File: src/rtl/conv_sched_pkg.sv
package conv_sched_pkg;
  localparam int unsigned CHAN_IDX_W = 4;

  typedef struct packed {
    logic                  tick;
    logic                  flush;
    logic                  kill;
    logic                  issue;
    logic [CHAN_IDX_W-1:0] issueCh;
  } ctrlStrobe_t;
endpackage

File: src/rtl/conv_sched_ctrl.sv
module conv_sched_ctrl
  import conv_sched_pkg::*;
#(
  parameter int unsigned NCH = 4,
  parameter int unsigned DIV = 2,
  parameter int unsigned GW  = 2
) (
  input  logic                clk,
  input  logic                rstN,
  input  logic                wrEn,
  input  logic [NCH+GW+1:0]   wrData,
  output logic [NCH+GW+1:0]   regRd,
  output logic [GW-1:0]       groupSel,
  output ctrlStrobe_t         strb
);
  localparam int unsigned DCW = (DIV > 1) ? $clog2(DIV) : 1;
  localparam int unsigned CHW = (NCH > 1) ? $clog2(NCH) : 1;

  logic [NCH-1:0] pendQ, pendNxt;
  logic           enQ;
  logic [GW-1:0]  grpQ;
  logic [DCW-1:0] divCnt;

  logic [NCH-1:0] wrStart;
  logic           wrFlush, wrEnable, flushNow, killNow, tick, found;
  logic [CHW-1:0] issueSel;

  assign wrStart  = wrData[NCH-1:0];
  assign wrFlush  = wrData[NCH];
  assign wrEnable = wrData[NCH+1];
  assign flushNow = wrEn && wrFlush && wrEnable && enQ;
  assign killNow  = wrEn && !wrEnable;
  assign tick     = enQ && (divCnt == DCW'(DIV-1)) && !flushNow && !killNow;

  // lowest pending channel wins
  always_comb begin
    found    = 1'b0;
    issueSel = '0;
    for (int i = NCH-1; i >= 0; i--) begin
      if (pendQ[i]) begin
        found    = 1'b1;
        issueSel = CHW'(i);
      end
    end
  end

  always_comb begin
    pendNxt = pendQ;
    if (tick && found) pendNxt[issueSel] = 1'b0;
    if (wrEn) begin
      if (!wrEnable) pendNxt = '0;
      else           pendNxt = pendNxt | wrStart;
    end
  end

  always_ff @(posedge clk or negedge rstN) begin
    if (!rstN) begin
      pendQ  <= '0;
      enQ    <= 1'b0;
      grpQ   <= '0;
      divCnt <= '0;
    end else begin
      pendQ <= pendNxt;
      if (wrEn) begin
        enQ  <= wrEnable;
        grpQ <= wrData[NCH+GW+1 -: GW];
      end
      if (!enQ || flushNow || killNow || divCnt == DCW'(DIV-1)) divCnt <= '0;
      else                                                      divCnt <= divCnt + 1'b1;
    end
  end

  assign groupSel     = grpQ;
  assign regRd        = {grpQ, enQ, 1'b0, pendQ};
  assign strb.tick    = tick;
  assign strb.flush   = flushNow;
  assign strb.kill    = killNow;
  assign strb.issue   = tick && found;
  assign strb.issueCh = CHAN_IDX_W'(issueSel);

  // nothing below the issued channel may still be waiting
  a_r2_lowest_first: assert property (@(posedge clk) disable iff (!rstN)
    strb.issue |-> ((pendQ & ((NCH'(1) << issueSel) - NCH'(1))) == '0));

  // the issued channel is no longer pending afterwards
  a_r3_start_clears: assert property (@(posedge clk) disable iff (!rstN)
    (strb.issue && !wrEn) |=> !pendQ[$past(issueSel)]);

  // the divider restarts, so no tick right after a flush
  a_r5_flush_restart: assert property (@(posedge clk) disable iff (!rstN)
    (flushNow && DIV > 1) |=> !tick);

  // disabling leaves nothing pending
  a_r11_disable_clears: assert property (@(posedge clk) disable iff (!rstN)
    killNow |=> (regRd[NCH-1:0] == '0 && !tick));
endmodule

File: src/rtl/conv_sched_dp.sv
module conv_sched_dp
  import conv_sched_pkg::*;
#(
  parameter int unsigned NCH = 4,
  parameter int unsigned LAT = 4,
  parameter int unsigned GW  = 2
) (
  input  logic            clk,
  input  logic            rstN,
  input  ctrlStrobe_t     strb,
  input  logic [GW-1:0]   groupSel,
  input  logic [NCH-1:0]  dmaAck,
  output logic [NCH-1:0]  doneFlag,
  output logic [NCH-1:0]  dmaReq
);
  logic                  stVld [LAT];
  logic [CHAN_IDX_W-1:0] stCh  [LAT];
  logic [NCH-1:0]        doneQ, seenQ, grpMask, ackClr;
  logic                  grpAll;

  always_ff @(posedge clk or negedge rstN) begin
    if (!rstN) begin
      for (int i = 0; i < LAT; i++) begin
        stVld[i] <= 1'b0;
        stCh[i]  <= '0;
      end
      doneQ <= '0;
    end else if (strb.flush || strb.kill) begin
      for (int i = 0; i < LAT; i++) stVld[i] <= 1'b0;
      doneQ <= '0;
    end else if (strb.tick) begin
      stVld[0] <= strb.issue;
      stCh[0]  <= strb.issueCh;
      for (int i = 1; i < LAT; i++) begin
        stVld[i] <= stVld[i-1];
        stCh[i]  <= stCh[i-1];
      end
      doneQ <= stVld[LAT-1] ? (NCH'(1) << stCh[LAT-1]) : '0;
    end else begin
      doneQ <= '0;
    end
  end

  for (genvar c = 0; c < NCH; c++) begin : g_chan
    assign grpMask[c] = (groupSel != '0) && (c <= int'(groupSel));
    assign ackClr[c]  = grpMask[c] ? dmaAck[0] : dmaAck[c];
    if (c == 0) begin : g_lead
      assign dmaReq[c] = grpMask[0] ? grpAll : seenQ[0];
    end else begin : g_rest
      assign dmaReq[c] = grpMask[c] ? 1'b0 : seenQ[c];
    end
  end

  assign grpAll = ((seenQ & grpMask) == grpMask);

  always_ff @(posedge clk or negedge rstN) begin
    if (!rstN) seenQ <= '0;
    else       seenQ <= (seenQ & ~ackClr) | doneQ;
  end

  assign doneFlag = doneQ;

  // at most one completion per cycle
  a_r7_done_onehot: assert property (@(posedge clk) disable iff (!rstN)
    $onehot0(doneFlag));

  // flushed work never completes in the following cycle
  a_r4_flush_drops: assert property (@(posedge clk) disable iff (!rstN)
    strb.flush |=> (doneFlag == '0));

  // grouped lines other than line 0 stay quiet
  a_r8_group_quiet: assert property (@(posedge clk) disable iff (!rstN)
    ((dmaReq & grpMask & ~NCH'(1)) == '0));

  // a full acknowledge with no new completion empties every line
  a_r9_ack_clears: assert property (@(posedge clk) disable iff (!rstN)
    (dmaAck == '1 && doneQ == '0) |=> (dmaReq == '0));
endmodule

File: src/rtl/conv_sched.sv
module conv_sched
  import conv_sched_pkg::*;
#(
  parameter int unsigned NCH = 4,
  parameter int unsigned DIV = 2,
  parameter int unsigned LAT = 4,
  parameter int unsigned GW  = 2
) (
  input  logic              clk,
  input  logic              rstN,
  input  logic              wrEn,
  input  logic [NCH+GW+1:0] wrData,
  output logic [NCH+GW+1:0] regRd,
  input  logic [NCH-1:0]    dmaAck,
  output logic [NCH-1:0]    doneFlag,
  output logic [NCH-1:0]    dmaReq,
  output logic              convTick
);
  ctrlStrobe_t   strb;
  logic [GW-1:0] groupSel;

  conv_sched_ctrl #(.NCH(NCH), .DIV(DIV), .GW(GW)) i_ctrl (
    .clk(clk), .rstN(rstN), .wrEn(wrEn), .wrData(wrData),
    .regRd(regRd), .groupSel(groupSel), .strb(strb)
  );

  conv_sched_dp #(.NCH(NCH), .LAT(LAT), .GW(GW)) i_dp (
    .clk(clk), .rstN(rstN), .strb(strb), .groupSel(groupSel),
    .dmaAck(dmaAck), .doneFlag(doneFlag), .dmaReq(dmaReq)
  );

  assign convTick = strb.tick;
endmodule

File: config.mk
export PLATFORM = sky130hd
export DESIGN_NAME = conv_sched
export DESIGN_NICKNAME = d
export VERILOG_FILES = /design/src/rtl/conv_sched_pkg.sv /design/src/rtl/conv_sched_ctrl.sv /design/src/rtl/conv_sched_dp.sv /design/src/rtl/conv_sched.sv
export SDC_FILE = /design/constraint.sdc
export NUM_CORES = 1
export LEC_CHECK = 0
export ABC_AREA = 1
export BUFFER_PORTS_ARGS = -buffer_cell sky130_fd_sc_hd__buf_2
export CORE_MARGIN = 5
export CORE_UTILIZATION = 55
export DETAILED_ROUTE_END_ITERATION = 12
export PLACE_DENSITY_LB_ADDON = 0.08
export SETUP_SLACK_MARGIN = 0.3
export SYNTH_ARGS = -nofsm -noshare
export SYNTH_HDL_FRONTEND = slang
export SYNTH_SLANG_ARGS = --single-unit
File: constraint.sdc
create_clock -name clk -period 2.35 [get_ports clk]
set_clock_uncertainty 0.2 [all_clocks]
set_input_delay 0.3525 -clock clk [delete_from_list [all_inputs] [get_ports clk]]
set_output_delay 0.3525 -clock clk [all_outputs]
set_load 0.005 [all_outputs]
* Yosys cells after proc, flatten, opt, wreduce, memory -nomap -nowiden *
Cells that the tools add are included.
W data, S select, Z words.

word-level totals
  output and inout bits = 17
  input bits = 15
  bits in registers = 28
  word-level logic and storage cells = 79

cells by class
  $lt $le $gt $ge = 5
  multiplexer cells = 26
  equality and inequality tests = 1
  add/sub/neg operators = 1
  bitwise gates (word level) = 8
  shift operators = 1
  reductions and logical operators = 23

operator list
  cell                   number
  $mux W4                8
  $mux W1                13
  $and A4 B4 Y4          3
  $logic_and A1 B1 Y1    12
  $mux W2                4
  $not A4 Y4             2
  $or A4 B4 Y4           2
  $eq A4 B4 Y1           1
  $le A2 B2 Y1 const A   2
  $logic_not A1 Y1       4
  $logic_or A1 B1 Y1     4
  $reduce_bool A2 Y1     2
  $shl A1 B2 Y4 const A  1
  $lt A2 B3 Y1 const B   1
  $demux W1 S2           1
  $ge A2 B1 Y1 const B   1
  $le A1 B2 Y1 const A   1
  $reduce_and A2 Y1      1
  $add A1 B1 Y1 const B  1
  $not A1 Y1             1

* Longest topological paths before layout *
  word-level depth = 14
  depth in mapped cells = 9
  gate-level depth less buffers = 8

* Hierarchy *
Synthesis repeated with hierarchy kept, for this count alone.

second synthesis, totals
  cell total of the unflattened synthesis = 190
  area total of the unflattened synthesis = 1647.8 um^2

by module, submodules not included
  module           instances  area each (um^2)  cells an instance  seq. area each (um^2)
  conv_sched_dp    1          1162.4            126                700.7
  conv_sched_ctrl  1          485.5             64                 200.2

* Worst setup path before layout *
Ideal clock, no wire load.

  path kind = input to output
  start = input wrData[5]
  end = output convTick
  setup slack = 0.908 ns
  arrival = 0.890 ns
  data required time = 1.798 ns
  buffers on the path = 1
  stages = 7
  cells stage by stage = inv_1 -> nand2_1 -> nand2_2 -> nor2_4 -> nand2_4 -> inv_2 -> buf_6

on the way
  longest elaborated chain between the ends = 5
  elaborated cells on any way between the ends = 8
  classes of those cells = reduce/logical (8)

RTL lines
  item                              line                   source
  start, declared                   conv_sched.sv:12       input logic [NCH+GW+1:0] wrData,
  $logic_and A1 B1 Y1 (2 in a row)  conv_sched_ctrl.sv:31  assign flushNow = wrEn && wrFlush && wrEnable && enQ;
  $logic_not A1 Y1                  conv_sched_ctrl.sv:33  assign tick = enQ && (divCnt == DCW'(DIV-1)) && !flushNow && !killNow;
  $logic_and A1 B1 Y1               conv_sched_ctrl.sv:33
  $logic_and A1 B1 Y1 (*)           conv_sched_ctrl.sv:33
  end, declared                     conv_sched.sv:17       output logic convTick

Mark *: on every way between the ends. The rest lies on a longest branch, timed or not.

* Worst setup path in the final report *
  start = register i_ctrl.grpQ[1], in the netlist i_ctrl.groupSel[1]
  end = output dmaReq[0]

on the way
  longest elaborated chain between the ends = 5
  elaborated cells on any way between the ends = 10
  classes of those cells = order compare (3); eq/ne (1); mux (1); bitwise (1); reduce/logical (4)

RTL lines
  item                                  line                   source
  start, declared                       conv_sched_ctrl.sv:21  logic [GW-1:0] grpQ;
  start signal, assigned                conv_sched_ctrl.sv:66  grpQ <= wrData[NCH+GW+1 -: GW];
  $le A1 B2 Y1 (tied with other cells)  conv_sched_dp.sv:45    assign grpMask[c] = (groupSel != '0) && (c <= int'(groupSel));
  $logic_and A1 B1 Y1                   conv_sched_dp.sv:45
  $and A4 B4 Y4                         conv_sched_dp.sv:54    assign grpAll = ((seenQ & grpMask) == grpMask);
  $eq A4 B4 Y1                          conv_sched_dp.sv:54
  $mux W1 (*)                           conv_sched_dp.sv:48    assign dmaReq[c] = grpMask[0] ? grpAll : seenQ[0];
  end, declared                         conv_sched.sv:16       output logic [NCH-1:0] dmaReq,

Marked as above.

==> summary.txt <==
Timing
  • Setup violators final: 0
  • Pins Over Slew Limit: 0
  • RSZ-0062 raised after global routing: false
  • Relative slew slack: 59.5%
  • Max Freq: 0.535 GHz
  • Final hold violation count: 0
  • Slew @ Worst Pin: 0.608 ns
  • Min Clock Period, post-route: 1.87 ns
  • Tcrit/Tclk final: 79.5%
  • TNS Setup: 0 ns

Clock tree
  • CTS tree: built
  • Reg clk slew, reported paths: 0.13 ns
  • Clock Latency Late Sink: 0.32 ns
  • TritonCTS sink count: 28
  • Post-CTS resize count: 0
  • CTS max path bufs: 2
  • Post-CTS Setup Bufs: 0
  • Root buf cell: clkbuf_4
  • Total CTS buffers: 3
  • H-tree depth: 1

Worst setup path
  • Crit Path Class: flop to output port
  • Crit-path max FO: 7
  • Reg2Reg Setup Slack: 0.86 ns
  • CP Cell Sequence: nor2_1 -> inv_1 -> a21oi_1 -> buf_2
  • RR Endpoint: i_dp.stCh[12]
  • FF-to-FF Start: i_ctrl.enQ
  • R2R cell count: 7
  • CP peak stage delay: 0.47 ns
  • Startpoint Class: flop
  • Slowest cell on the critical path: dfrtp_1
  • Crit. End Element: output port
  • Critical Path RT: 1.80 ns
  • CP arrival: 1.32 ns

Detailed routing
  • ANT nets after route: 0
  • DRC errors left: 0
  • Iter 0 DRT Violations: 35
  • Routed len/inst: 12.0 um
  • Vias after detailed routing: 1007
  • First drt pass iteration count: 4
  • DRT Wirelength: 2.43 mm
  • Avg Vias per Cell: 4.96

Layout
  • # fillers: 205
  • N_diodes: 0
  • Final Core Density: 66.4%
  • Share of layout cells above drive strength 1: 30.3%
  • Final nets: 191
  • Commonest non-fill, non-tap cell in the layout: nand2_1
  • Multi-input gate area: 450 um^2
  • Area Overhead vs Synth: 14.9%
  • Commonest cells after routing, fill and taps aside: nand2_1 (39), buf_2 (30), dfrtp_1 (28), inv_1 (20), nor2_1 (12)
  • Reg area: 701 um^2

Power and ir drop
  • Pwr dens: 754 mW/mm^2
  • IR drop worst, VDD: 0.503 mV
  • Net switching power figure: 0.335 mW
  • Switching Fraction: 30.3%
  • Register share of total power: 57.9%
  • Gate power share: 21.9%
  • Clock Power Share: 20.2%
  • Lkg Pwr: 0.814 nW
  • Cell internal pwr: 0.772 mW

Floorplan
  • Die width: 58.2 um
  • Die area: 0.00339 mm^2
  • Core area: 0.00221 mm^2
  • IO Count: 32
  • Initial core utilization: 57.8%
  • Die Height: 58.2 um
  • Row cnt: 17

Placement
  • Routability Congestion: 0.811
  • IO buf count: 30
  • DP HPWL: 1.83 mm

Synth
  • Cells after Synth: 144
  • Cell Area, Synth: 0.00128 mm^2
  • Primary FF master, synth: dfrtp_1
  • Top cell type's share of synthesized area: 54.8%
  • Post-synthesis cell type count: 21
  • Number of flops mapped to enable cells by yosys: 0
  • Leading area contributor after synthesis: dfrtp_1
  • Seq/Total Area, Yosys: 54.8%
  • Ys Warns: 0
  • Largest cells by area after synthesis: dfrtp_1 (55%), nand2_1 (11%), inv_1 (5.9%)
  • Synthesized Nets: 159
  • Post-synthesis average cell area: 8.88 um^2
  • #FFs+latches synth: 28
  • Asr flop ratio synth: 100%

GRT
  • Largest net degree at the start of global routing: 29
  • Total gr overflow: 0
  • Number of global-route vias before repair: 1049
  • Initial antenna violation count: 0
  • Global-route wire length before repair: 4.37 mm
  • Total global routing track utilization: 16.4%

Status
  • Status: finished, final reports clean

Flow run
  • Max_cap viols: 0

Hold path
  • Hold WC Path Type: input pin to flop
  • Worst hold path depth: 3
  • Hold-critical path endpoint: i_ctrl.pendQ[2]
  • Hold Startpoint: wrData[2]
-- worst max-delay path: cells and delay by family, from the launching register on --
| kind | cells | cell delay (ns) |
|---|---|---|
| compound gates | 1 | 0.16 |
| flops | 1 | 0.47 |
| buf+inv | 2 | 0.22 |
| simple gates | 1 | 0.15 |
-- synthesized netlist by cell type, types with 3 or more instances --
cell type	count
nor2_1	12
o21ai_1	5
o21ai_2	5
nand2_1	39
inv_1	20
a21oi_1	4
nor3_1	5
buf_6	3
a31o_2	3
nand2_2	4
dfrtp_1	28
nand3_1	3
-- state kept, by name, summed over array words and instances, names as in the netlist --
| signal | count |
|---|---|
| i_dp.stCh | 8 |
| i_ctrl.pendQ | 4 |
| i_ctrl.groupSel | 2 |
| i_ctrl.enQ | 1 |
| i_dp.stVld | 4 |
| i_dp.doneFlag | 4 |
| i_dp.seenQ | 4 |
| i_ctrl.divCnt | 1 |
-- how the worst max path moves through the flow --
stage / from / end / slack [ns] / depth (start not counted)
finish: i_ctrl.groupSel[1] / dmaReq[0] / 0.48 / 4
CTS: i_ctrl.enQ / convTick / 0.46 / 5
global route: i_ctrl.enQ / convTick / 0.35 / 5
floorplan: wrData[5] / convTick / 0.91 / 7
detailed placement: wrEn / convTick / 0.62 / 7
global placement: wrEn / convTick / 0.67 / 7
-- power by group through the flow --
stage,clock [mW],combinational (mW),sequential (mW)
3_5_place_dp,0,0.243,0.650
5_1_grt,0.264,0.281,0.657
3_3_place_gp,0,0.235,0.646
6_report,0.224,0.243,0.641
4_1_cts,0.237,0.246,0.641
2_1_floorplan,0,0.182,0.638
-- final cells by class --
type                       instances  share of cell area (%)
timing repair buffer              32                    11.4
multi-input combinational         90                    30.7
tap                               28                    2.39
inverter                          21                    5.37
sequential                        28                    47.7
clock buffer                       4                    2.47
-- cell families after synthesis --
group                  synth area share, %
DFF                                   54.8
and+or+nand+nor                       23.2
buffers and inverters                 9.98
other                                0.293
AOI/OAI and AO/OA                     11.7
-- metal layers --
| layer | GRT usage, % | share of wire (%) | vias up |
|---|---|---|---|
| met5 | 0 | 0 | - |
| met4 | 6.62 | 1.8 | 0 |
| met3 | 3.56 | 8.5 | 6 |
| met2 | 27.9 | 47 | 46 |
| met1 | 20.1 | 42 | 448 |
| li1 | - | - | 507 |
-- metrics by stage --
step | total power [mW] | worst slack, ns | std cells | area, um^2 | hold WS, ns
final | 1.11 | 0.482 | 203 | 1470 | 0.0320
after global routing | 1.20 | 0.352 | 203 | 1470 | 0.00465
after CTS | 1.12 | 0.458 | 203 | 1470 | 0.0132
after detailed placement | 0.894 | 0.617 | 198 | 1420 | 0.200
after global placement | 0.881 | 0.671 | 198 | 1420 | 0.193
after floorplan | 0.820 | 0.908 | 144 | 1280 | -0.143
-- what timing repair did --
item,CTS,global route
hold endpoints to repair,28,0
setup endpoints to repair,0,0
hold buffers,1,0
Power figures use the tool's default switching activity.
